==> config.mk <==
export PLATFORM = sky130hd
export DESIGN_NAME = wp_lock_ctrl
export DESIGN_NICKNAME = d
export VERILOG_FILES = /design/src/rtl/wp_lock_pkg.sv /design/src/rtl/wp_addr_regs.sv /design/src/rtl/wp_walker.sv /design/src/rtl/wp_state_array.sv /design/src/rtl/wp_lock_ctrl.sv
export SDC_FILE = /design/constraint.sdc
export NUM_CORES = 1
export LEC_CHECK = 0
export BUFFER_PORTS_ARGS = -buffer_cell sky130_fd_sc_hd__buf_2
export CAP_MARGIN = 0
export CORE_ASPECT_RATIO = 1.2
export CORE_MARGIN = 2
export CORE_UTILIZATION = 56
export CTS_BUF_LIST = sky130_fd_sc_hd__clkbuf_16
export DETAILED_ROUTE_END_ITERATION = 6
export GPL_TIMING_DRIVEN = 0
export PLACE_DENSITY = 0.77
export SYNTH_ARGS = -nofsm -noshare
export SYNTH_HDL_FRONTEND = slang
export SYNTH_SLANG_ARGS = --single-unit
==> constraint.sdc <==
create_clock -name clk -period 3.9 [get_ports clk]
set_input_delay 0.195 -clock clk [delete_from_list [all_inputs] [get_ports clk]]
set_output_delay 0.195 -clock clk [all_outputs]
set_load 0.02 [all_outputs]
==> src/rtl/wp_lock_pkg.sv <==
package wp_lock_pkg;

   // one-hot block protection codes
   localparam logic [2:0] WP_TIGHT  = 3'b001;
   localparam logic [2:0] WP_LOCKED = 3'b010;
   localparam logic [2:0] WP_OPEN   = 3'b100;

   localparam logic [7:0] CMD_UNLOCK_RANGE = 8'h23;
   localparam logic [7:0] CMD_UNLOCK_ALL   = 8'h27;
   localparam logic [7:0] CMD_LOCK_RANGE   = 8'h2A;
   localparam logic [7:0] CMD_TIGHT_RANGE  = 8'h2C;

   typedef enum logic [1:0] {
      OP_UNLOCK = 2'd0,
      OP_LOCK   = 2'd1,
      OP_TIGHT  = 2'd2
   } wp_op_e;

   typedef struct packed {
      logic       wr;
      logic [2:0] st;
   } wp_upd_t;

   // next state of one block under an operation, with skip rules
   function automatic wp_upd_t wp_apply(input wp_op_e op, input logic [2:0] cur);
      wp_upd_t u;
      u.wr = 1'b0;
      u.st = cur;
      case (op)
         OP_UNLOCK: if (cur != WP_TIGHT) begin u.wr = 1'b1; u.st = WP_OPEN;   end
         OP_LOCK:   if (cur != WP_TIGHT) begin u.wr = 1'b1; u.st = WP_LOCKED; end
         OP_TIGHT:  if (cur != WP_OPEN)  begin u.wr = 1'b1; u.st = WP_TIGHT;  end
         default:   u.wr = 1'b0;
      endcase
      return u;
   endfunction

endpackage

==> src/rtl/wp_addr_regs.sv <==
module wp_addr_regs #(
   parameter int HOST_W = 16,
   parameter int ADDR_W = 4
) (
   input  logic              clk,
   input  logic              rst_n,
   input  logic              start_we,
   input  logic              end_we,
   input  logic [HOST_W-1:0] wdata,
   output logic [ADDR_W-1:0] start_q,
   output logic [ADDR_W-1:0] end_q
);

   logic [ADDR_W-1:0] wval;

   if (HOST_W < ADDR_W) begin : g_bad_width
      $error("wp_addr_regs: HOST_W must cover ADDR_W");
   end

   if (HOST_W > ADDR_W) begin : g_drop_high
      logic unused_hi;
      assign unused_hi = ^wdata[HOST_W-1:ADDR_W];
   end

   assign wval = wdata[ADDR_W-1:0];

   always_ff @(posedge clk) begin
      if (!rst_n) begin
         start_q <= '0;
         end_q   <= '0;
      end else if (start_we) begin
         start_q <= wval;
         end_q   <= wval;
      end else if (end_we) begin
         end_q   <= wval;
      end
   end


   start_copies_end_chk: assert property (@(posedge clk) disable iff (!rst_n)
      start_we |=> (end_q == start_q));


   end_keeps_start_chk: assert property (@(posedge clk) disable iff (!rst_n)
      (end_we && !start_we) |=> $stable(start_q));

endmodule

==> src/rtl/wp_walker.sv <==
module wp_walker
   import wp_lock_pkg::*;
#(
   parameter int NUM_BLOCKS = 12,
   parameter int ADDR_W     = 4
) (
   input  logic              clk,
   input  logic              rst_n,
   input  logic              cmd_valid,
   input  logic [7:0]        cmd_code,
   input  logic              int_clr,
   input  logic [ADDR_W-1:0] start_q,
   input  logic [ADDR_W-1:0] end_q,
   output logic              busy,
   output logic              done,
   output logic              cmd_err,
   output logic              int_flag,
   output logic              blk_we,
   output logic [ADDR_W-1:0] blk_idx,
   output wp_op_e            blk_op
);

   localparam logic [ADDR_W-1:0] LAST_BLK = ADDR_W'(NUM_BLOCKS - 1);

   logic [ADDR_W-1:0] cur_q, last_q;
   wp_op_e            op_q, op_d;
   logic              busy_q, done_q, err_q, int_q;
   logic              known, all_blk, in_range;

   always_comb begin
      known   = 1'b1;
      all_blk = 1'b0;
      op_d    = OP_LOCK;
      case (cmd_code)
         CMD_UNLOCK_RANGE: op_d = OP_UNLOCK;
         CMD_UNLOCK_ALL:   begin op_d = OP_UNLOCK; all_blk = 1'b1; end
         CMD_LOCK_RANGE:   op_d = OP_LOCK;
         CMD_TIGHT_RANGE:  op_d = OP_TIGHT;
         default:          known = 1'b0;
      endcase
   end

   assign in_range = (32'(cur_q) < NUM_BLOCKS);

   always_ff @(posedge clk) begin
      if (!rst_n) begin
         cur_q  <= '0;
         last_q <= '0;
         op_q   <= OP_LOCK;
         busy_q <= 1'b0;
         done_q <= 1'b0;
         err_q  <= 1'b0;
         int_q  <= 1'b0;
      end else begin
         done_q <= 1'b0;
         if (int_clr) begin
            int_q <= 1'b0;
            err_q <= 1'b0;
         end
         if (!busy_q) begin
            if (cmd_valid && known) begin
               op_q <= op_d;
               if (all_blk) begin
                  cur_q  <= '0;
                  last_q <= LAST_BLK;
                  busy_q <= 1'b1;
               end else if (start_q > end_q) begin
                  done_q <= 1'b1;
                  int_q  <= 1'b1;
               end else begin
                  cur_q  <= start_q;
                  last_q <= end_q;
                  busy_q <= 1'b1;
               end
            end
         end else if (!in_range) begin
            busy_q <= 1'b0;
            done_q <= 1'b1;
            int_q  <= 1'b1;
            err_q  <= 1'b1;
         end else if (cur_q == last_q) begin
            busy_q <= 1'b0;
            done_q <= 1'b1;
            int_q  <= 1'b1;
         end else begin
            cur_q <= cur_q + 1'b1;
         end
      end
   end

   assign busy     = busy_q;
   assign done     = done_q;
   assign cmd_err  = err_q;
   assign int_flag = int_q;
   assign blk_we   = busy_q && in_range;
   assign blk_idx  = cur_q;
   assign blk_op   = op_q;


   busy_done_excl_chk: assert property (@(posedge clk) disable iff (!rst_n)
      !(busy && done));


   walk_steps_one_chk: assert property (@(posedge clk) disable iff (!rst_n)
      (busy && $past(busy) && rst_n && $past(rst_n)) |-> (blk_idx == $past(blk_idx) + 1'b1));


   err_only_at_done_chk: assert property (@(posedge clk) disable iff (!rst_n)
      $rose(cmd_err) |-> done);


   done_sets_int_chk: assert property (@(posedge clk) disable iff (!rst_n)
      done |-> int_flag);

endmodule

==> src/rtl/wp_state_array.sv <==
module wp_state_array
   import wp_lock_pkg::*;
#(
   parameter int NUM_BLOCKS = 12,
   parameter int ADDR_W     = 4
) (
   input  logic              clk,
   input  logic              rst_n,
   input  logic              wr_en,
   input  logic [ADDR_W-1:0] wr_idx,
   input  wp_op_e            wr_op,
   input  logic [ADDR_W-1:0] rd_idx,
   output logic [2:0]        rd_state,
   output logic [2:0]        wp_status
);

   logic [2:0] st_q [NUM_BLOCKS];
   logic [2:0] cur_st;
   wp_upd_t    upd;
   logic [2:0] status_q;

   always_comb begin
      cur_st = WP_LOCKED;
      for (int i = 0; i < NUM_BLOCKS; i++) begin
         if (wr_idx == ADDR_W'(i)) cur_st = st_q[i];
      end
   end

   assign upd = wp_apply(wr_op, cur_st);

   for (genvar gi = 0; gi < NUM_BLOCKS; gi++) begin : g_blk
      always_ff @(posedge clk) begin
         if (!rst_n) begin
            st_q[gi] <= WP_LOCKED;
         end else if (wr_en && upd.wr && wr_idx == ADDR_W'(gi)) begin
            st_q[gi] <= upd.st;
         end
      end


      blk_onehot_chk: assert property (@(posedge clk) disable iff (!rst_n)
         $countones(st_q[gi]) == 1);


      tight_sticks_chk: assert property (@(posedge clk) disable iff (!rst_n)
         (st_q[gi] == WP_TIGHT) |=> (st_q[gi] == WP_TIGHT));
   end

   always_ff @(posedge clk) begin
      if (!rst_n) begin
         status_q <= WP_LOCKED;
      end else if (wr_en && upd.wr) begin
         status_q <= upd.st;
      end
   end

   always_comb begin
      rd_state = 3'b000;
      for (int i = 0; i < NUM_BLOCKS; i++) begin
         if (rd_idx == ADDR_W'(i)) rd_state = st_q[i];
      end
   end

   assign wp_status = status_q;


   status_onehot_chk: assert property (@(posedge clk) disable iff (!rst_n)
      $countones(wp_status) == 1);


   status_idle_stable_chk: assert property (@(posedge clk) disable iff (!rst_n)
      !wr_en |=> $stable(wp_status));

endmodule

==> src/rtl/wp_lock_ctrl.sv <==
module wp_lock_ctrl
   import wp_lock_pkg::*;
#(
   parameter  int NUM_BLOCKS = 12,
   parameter  int HOST_W     = 16,
   localparam int ADDR_W     = (NUM_BLOCKS > 1) ? $clog2(NUM_BLOCKS) : 1
) (
   input  logic              clk,
   input  logic              rst_n,
   input  logic              start_we,
   input  logic              end_we,
   input  logic [HOST_W-1:0] addr_wdata,
   input  logic              cmd_valid,
   input  logic [7:0]        cmd_code,
   input  logic              int_clr,
   input  logic [ADDR_W-1:0] rd_idx,
   output logic [ADDR_W-1:0] start_addr,
   output logic [ADDR_W-1:0] end_addr,
   output logic [2:0]        rd_state,
   output logic [2:0]        wp_status,
   output logic              busy,
   output logic              done,
   output logic              cmd_err,
   output logic              int_flag
);

   if (NUM_BLOCKS < 2) begin : g_bad_count
      $error("wp_lock_ctrl: NUM_BLOCKS must be at least 2");
   end

   logic              blk_we;
   logic [ADDR_W-1:0] blk_idx;
   wp_op_e            blk_op;

   wp_addr_regs #(.HOST_W(HOST_W), .ADDR_W(ADDR_W)) u_addr (
      .clk      (clk),
      .rst_n    (rst_n),
      .start_we (start_we),
      .end_we   (end_we),
      .wdata    (addr_wdata),
      .start_q  (start_addr),
      .end_q    (end_addr)
   );

   wp_walker #(.NUM_BLOCKS(NUM_BLOCKS), .ADDR_W(ADDR_W)) u_walk (
      .clk       (clk),
      .rst_n     (rst_n),
      .cmd_valid (cmd_valid),
      .cmd_code  (cmd_code),
      .int_clr   (int_clr),
      .start_q   (start_addr),
      .end_q     (end_addr),
      .busy      (busy),
      .done      (done),
      .cmd_err   (cmd_err),
      .int_flag  (int_flag),
      .blk_we    (blk_we),
      .blk_idx   (blk_idx),
      .blk_op    (blk_op)
   );

   wp_state_array #(.NUM_BLOCKS(NUM_BLOCKS), .ADDR_W(ADDR_W)) u_arr (
      .clk       (clk),
      .rst_n     (rst_n),
      .wr_en     (blk_we),
      .wr_idx    (blk_idx),
      .wr_op     (blk_op),
      .rd_idx    (rd_idx),
      .rd_state  (rd_state),
      .wp_status (wp_status)
   );


   empty_range_quick_chk: assert property (@(posedge clk) disable iff (!rst_n)
      (cmd_valid && !busy && cmd_code == CMD_LOCK_RANGE && start_addr > end_addr)
         |=> (done && !busy));


   unknown_cmd_idle_chk: assert property (@(posedge clk) disable iff (!rst_n)
      (cmd_valid && !busy && cmd_code != CMD_UNLOCK_RANGE && cmd_code != CMD_UNLOCK_ALL &&
       cmd_code != CMD_LOCK_RANGE && cmd_code != CMD_TIGHT_RANGE) |=> (!busy && !done));

endmodule

# Word-level counts from Yosys, hierarchy flattened
# Memories as Yosys holds them, arrays and structs flattened.
# Index checks and enable logic that the tools add are counted.
[totals]
regBits = 25
ramBits = 36
input_bits = 34
out_inout_bits = 18
elab_cells = 200
memories = 1
[classes]
addsub = 1
magnitude_cmp = 2
n_eq_ne = 35
mux = 113
n_bitwise = 13
n_reduce_logical = 25
[memory_table]
columns = ["memory", "words", "width", "rd", "rd_clocked_by_memory_dff", "wr", "line_no", "text"]
rows = [
  ["u_arr.st_q", 12, 3, 12, 0, 12, "wp_state_array.sv:17", "logic [2:0] st_q [NUM_BLOCKS];"],
]
[op_table]
columns = ["cell", "n"]
rows = [
  ["2-to-1 mux 3 bit", 36],
  ["2-to-1 mux 1 bit", 61],
  ["2-to-1 mux 4 bit", 13],
  ["equality test 4 x 3 -> 1 bit, second input constant", 8],
  ["equality test 4 bit, second input constant", 8],
  ["equality test 8 x 6 -> 1 bit, second input constant", 4],
  ["equality test 4 x 2 -> 1 bit, second input constant", 4],
  ["logical AND 1 bit", 15],
  ["bitwise OR 1 bit", 12],
  ["one-hot mux 3 bit (3 select lines)", 1],
  ["equality test 4 x 1 -> 1 bit, second input constant", 2],
  ["zero test 4 bit", 2],
  ["inequality test 3 x 1 -> 1 bit, second input constant", 2],
  ["adder 4 x 1 -> 4 bit, second input constant", 1],
  ["equality test 4 bit", 1],
  ["> comparator 4 bit", 1],
  ["< comparator 4 bit, second input constant", 1],
  ["inequality test 2 bit, second input constant", 2],
  ["one-hot mux 2 bit (2 select lines)", 1],
  ["AND reduction 4 bit", 1],
  ["nonzero test 2 bit", 2],
  ["OR reduction 4 bit", 1],
  ["inequality test 3 bit, second input constant", 1],
  ["one-hot mux 1 bit (3 select lines)", 1],
  ["other kinds (8)", 8],
]

# Longest topological paths before layout
[logic_depth]
word_depth = 22
depth_mapped = 11
mapped_depth_nobuf = 9

# Modules after synthesis
# Synthesis repeated with hierarchy kept, for this count alone.
[unflattened]
cells_unflattened = 390
area_unflattened_um2 = 3764.9
[modules_own_cells]
columns = ["mod", "instances", "cells_per_inst", "area_each_um2", "seq_area_each_um2"]
rows = [
  ["wp_state_array", 1, 252, 2483.6, 1141.1],
  ["wp_walker", 1, 107, 965.9, 280.3],
  ["wp_addr_regs", 1, 31, 315.3, 160.2],
]

# Least setup slack after synthesis
# OpenSTA, ideal clock, no wires.
[synth_path]
path_type = "reg-to-reg"
from = "reg u_walk.cur_q[0], in the netlist u_walk.blk_idx[0]"
to = "mem u_arr.st_q[10][0], in the netlist u_arr.st_q[2][6], enable pin"
arrival_time_ns = 2.359
setup_slack_ns = 1.206
stages_incl_launch_ff = 12
path_buffers = 3
period_less_slack_ns = 2.694
path_cell_list = "dfxtp_1 inv_1 ha_1 buf_6 buf_6 o31ai_1 o211ai_1 a32o_2 nand4_1 a21oi_2 buf_6 o31ai_2"
[synth_rtl]
columns = ["element", "line_no", "text"]
rows = [
  ["start: declaration", "wp_walker.sv:25", "logic [ADDR_W-1:0] cur_q, last_q;"],
  ["start signal: assignment", "wp_walker.sv:71", "cur_q <= start_q;"],
  ["start signal: assignment", "wp_walker.sv:86", "cur_q <= cur_q + 1'b1;"],
  ["end: declaration", "wp_state_array.sv:17", ""],
]

==> out/results.tsv <==
metric	value	unit
final_area	0.00444	mm2
clock_skew	0.00766	ns
antenna_found_initial	0	
crit_fanout	10	
wl_per_cell	18.1	um
viasPerCell	6.20	
crit_chain	inv_1 -> ha_1 -> buf_6 -> buf_6 -> o31ai_1 -> o211ai_1 -> a32o_2 -> nand4_1 -> a21oi_2 -> buf_6 -> o31ai_2	
ys_async_sr_fraction	0	
maxSlewViolCount	0	
outcome	finished, final reports clean	
post_cts_buffers	0	
syn_avg_cell_area	9.32	um2
synth_cell_types	74	
cp-endpoint	u_arr.st_q[0][7]$_SDFFCE_PN1P_	
io_buffers	36	
worst_pin_slew	0.804	ns
cp_data_arrival_time	3.33	ns
worstSetupStartpoint	u_walk.blk_idx[0]$_SDFFE_PN0P_	
num_vias	3420	
yosys.area.top_type	edfxtp_1	
postRouteAntennaNets	0	
synth_edf_count	36	
yosysSeqAreaShare	0.411	
path_class	register to register	
cts_buffers	9	
drtIter0Drc	286	
regToRegEndpoint	u_arr.st_q[0][7]$_SDFFCE_PN1P_	
grt_pass1_wl	15.8	mm
grt_pass1_vias	3283	
clock_sinks	61	
synth.most_common_cell	nor2_1	
rsz0062_at_grt	no	
synth_warnings	0	
cts_resized	0	
synth_fp_nets	455	
period_minus_slack	3.34	ns
holdPathStages	2	
clk_pin_slew_worst_paths	0.05	ns
cts.path.max_buffers	2	
drive_gt1_frac	0.213	
yosys.area.top_type_share	0.281	
crit_path_max_incr_delay	0.49	ns
hold_buffers	0	
syn_inst	413	
die_w	79.7	um
initial_core_util	0.572	
required	3.89	ns
synthFlopType	edfxtp_1	
place_hpwl	7.39	mm
die-area	0.00755	mm2
fillCellCount	542	
crit_path_start_kind	register	
tns	0	ns
fin_nets	502	
yosys-top-cells-count	54 x nor2_1, 36 x edfxtp_1, 34 x nand2_1, 28 x a21oi_1, 25 x dfxtp_1	
max_clock_freq	0.299	GHz
placed_area	0.00414	mm2
r2r_cells	11	
htree_levels	3	
ir_worst_vdd	0.290	mV
critPathMostFrequentCell	buf_6	
power_density	369	mW/mm2
gp_congestion	0.919	
grt_usage	0.276	
slew_headroom	0.464	
cp-end-kind	register	
ios	52	
dr.pass1.iters	5	
core_area	0.00673	mm2
hold_path.class	input port to register	
rows	33	
finalHoldViolations	0	
p_leak	1.67	nW
die_h	94.8	um
cts_tree	built	
grt_max_degree	12	
diodes	0	
ff2ff_setup_slack	0.56	ns
clk_latency	0.33	ns
overflow	0	
slowest_stage	dfxtp_1	
setup_viol	0	
wl	9.99	mm
syn_area	0.00385	mm2
maxCapViolCount	0	
r2r-start	u_walk.blk_idx[0]$_SDFFE_PN0P_	
drc	0	
min_from	int_clr	
syn_to_final_growth	15.3	%
ys_ff_latch	61	
root_buffer	clkbuf_16	
period_share	0.856	
synth.area.top_cells	edfxtp_1 28%, dfxtp_1 13%, nor2_1 5.3%	
critical path, delay by kind of cell (launching register included):
kind | cells | cell delay [ns]
adders and majority gates | 1 | 0.33
and+or+nand+nor | 1 | 0.19
AOI/OAI and AO/OA | 5 | 1.35
buffers and inverters | 4 | 0.62
DFF | 1 | 0.49
state kept, by name (all words and copies together), names as in the netlist:
register / count
u_walk.blk_op: 2
u_arr.wp_status: 3
u_walk.int_flag: 1
u_walk.done: 1
u_arr.st_q: 36
u_walk.last_q: 4
u_walk.busy: 1
u_addr.end_q: 4
u_walk.cmd_err: 1
u_addr.start_q: 4
u_walk.blk_idx: 4
where the power goes:
group | internal (mW) | switching, mW | total, mW
clock network | 0.499 | 0.281 | 0.780
logic | 0.0594 | 0.0889 | 0.148
registers | 0.695 | 0.0128 | 0.708
how the worst min path moves through the flow:
stage	slack (ns)	endpoint
CTS	0.05	u_walk.int_flag$_SDFF_PN0_
global placement	0.39	u_walk.int_flag$_SDFF_PN0_
floorplan	0.29	u_walk.int_flag$_SDFF_PN0_
detailed placement	0.40	u_walk.int_flag$_SDFF_PN0_
global route	0.08	u_walk.int_flag$_SDFF_PN0_
finish	0.06	u_walk.int_flag$_SDFF_PN0_
layout by cell type (no fill, tap or decap), drive strengths merged, types with 5 or more instances in the layout:
cell and n:
inv 25, o21ai 18, nor2 56, mux2i 11
a311oi 5, ha 8, nand4 14, a31oi 6
nor2b 9, edfxtp 36, dfxtp 25, nand2b 10
a21oi 30, o31ai 15, nand2 35, nand3b 6
clkbuf 22, a211oi 5, xor2 5, buf 58
nand3 9
per-layer routing:
metal | GRT usage | part of all wire | routed length [um]
met1 | 0.310 | 0.39 | 3860
met2 | 0.499 | 0.53 | 5330
met3 | 0.0468 | 0.051 | 512
met4 | 0.141 | 0.029 | 289
met5 | 0 | 0 | 0
final cells by class:
| class | count | area [um2] | area share |
|---|---|---|---|
| Tap cell | 87 | 109 | 0.0245 |
| Sequential cell | 61 | 1580 | 0.357 |
| Multi-Input combinational cell | 296 | 1970 | 0.445 |
| Timing Repair Buffer | 36 | 180 | 0.0406 |
| Buffer | 33 | 205 | 0.0463 |
| Clock inverter | 5 | 23.8 | 0.00536 |
| Clock buffer | 11 | 275 | 0.0621 |
| Inverter | 23 | 86.3 | 0.0195 |
stage by stage:
stage	total power, mW	worst slack [ns]	hold WS (ns)	util	instances
after floorplan	0.819	1.21	0.289	-	413
after CTS	1.64	0.579	0.0532	0.659	552
after global routing	1.68	0.455	0.0782	0.659	552
final	1.64	0.560	0.0608	0.659	552
after detailed placement	0.867	0.601	0.398	0.615	536
after global placement	0.863	0.805	0.394	0.615	536
cell families (layout without fill, tap and decap cells):
family,Yosys count,count (layout),share of synthesized area
AO/OA/AOI/OAI,113,113,0.226
flip-flops,61,61,0.411
XOR/XNOR,5,5,0.0114
AND/OR/NAND/NOR,157,157,0.209
buffers and inverters,56,108,0.0758
adder cells (fa/ha/maj),8,8,0.0260
multiplexers,13,13,0.0403
Power figures use the tool's default switching activity.
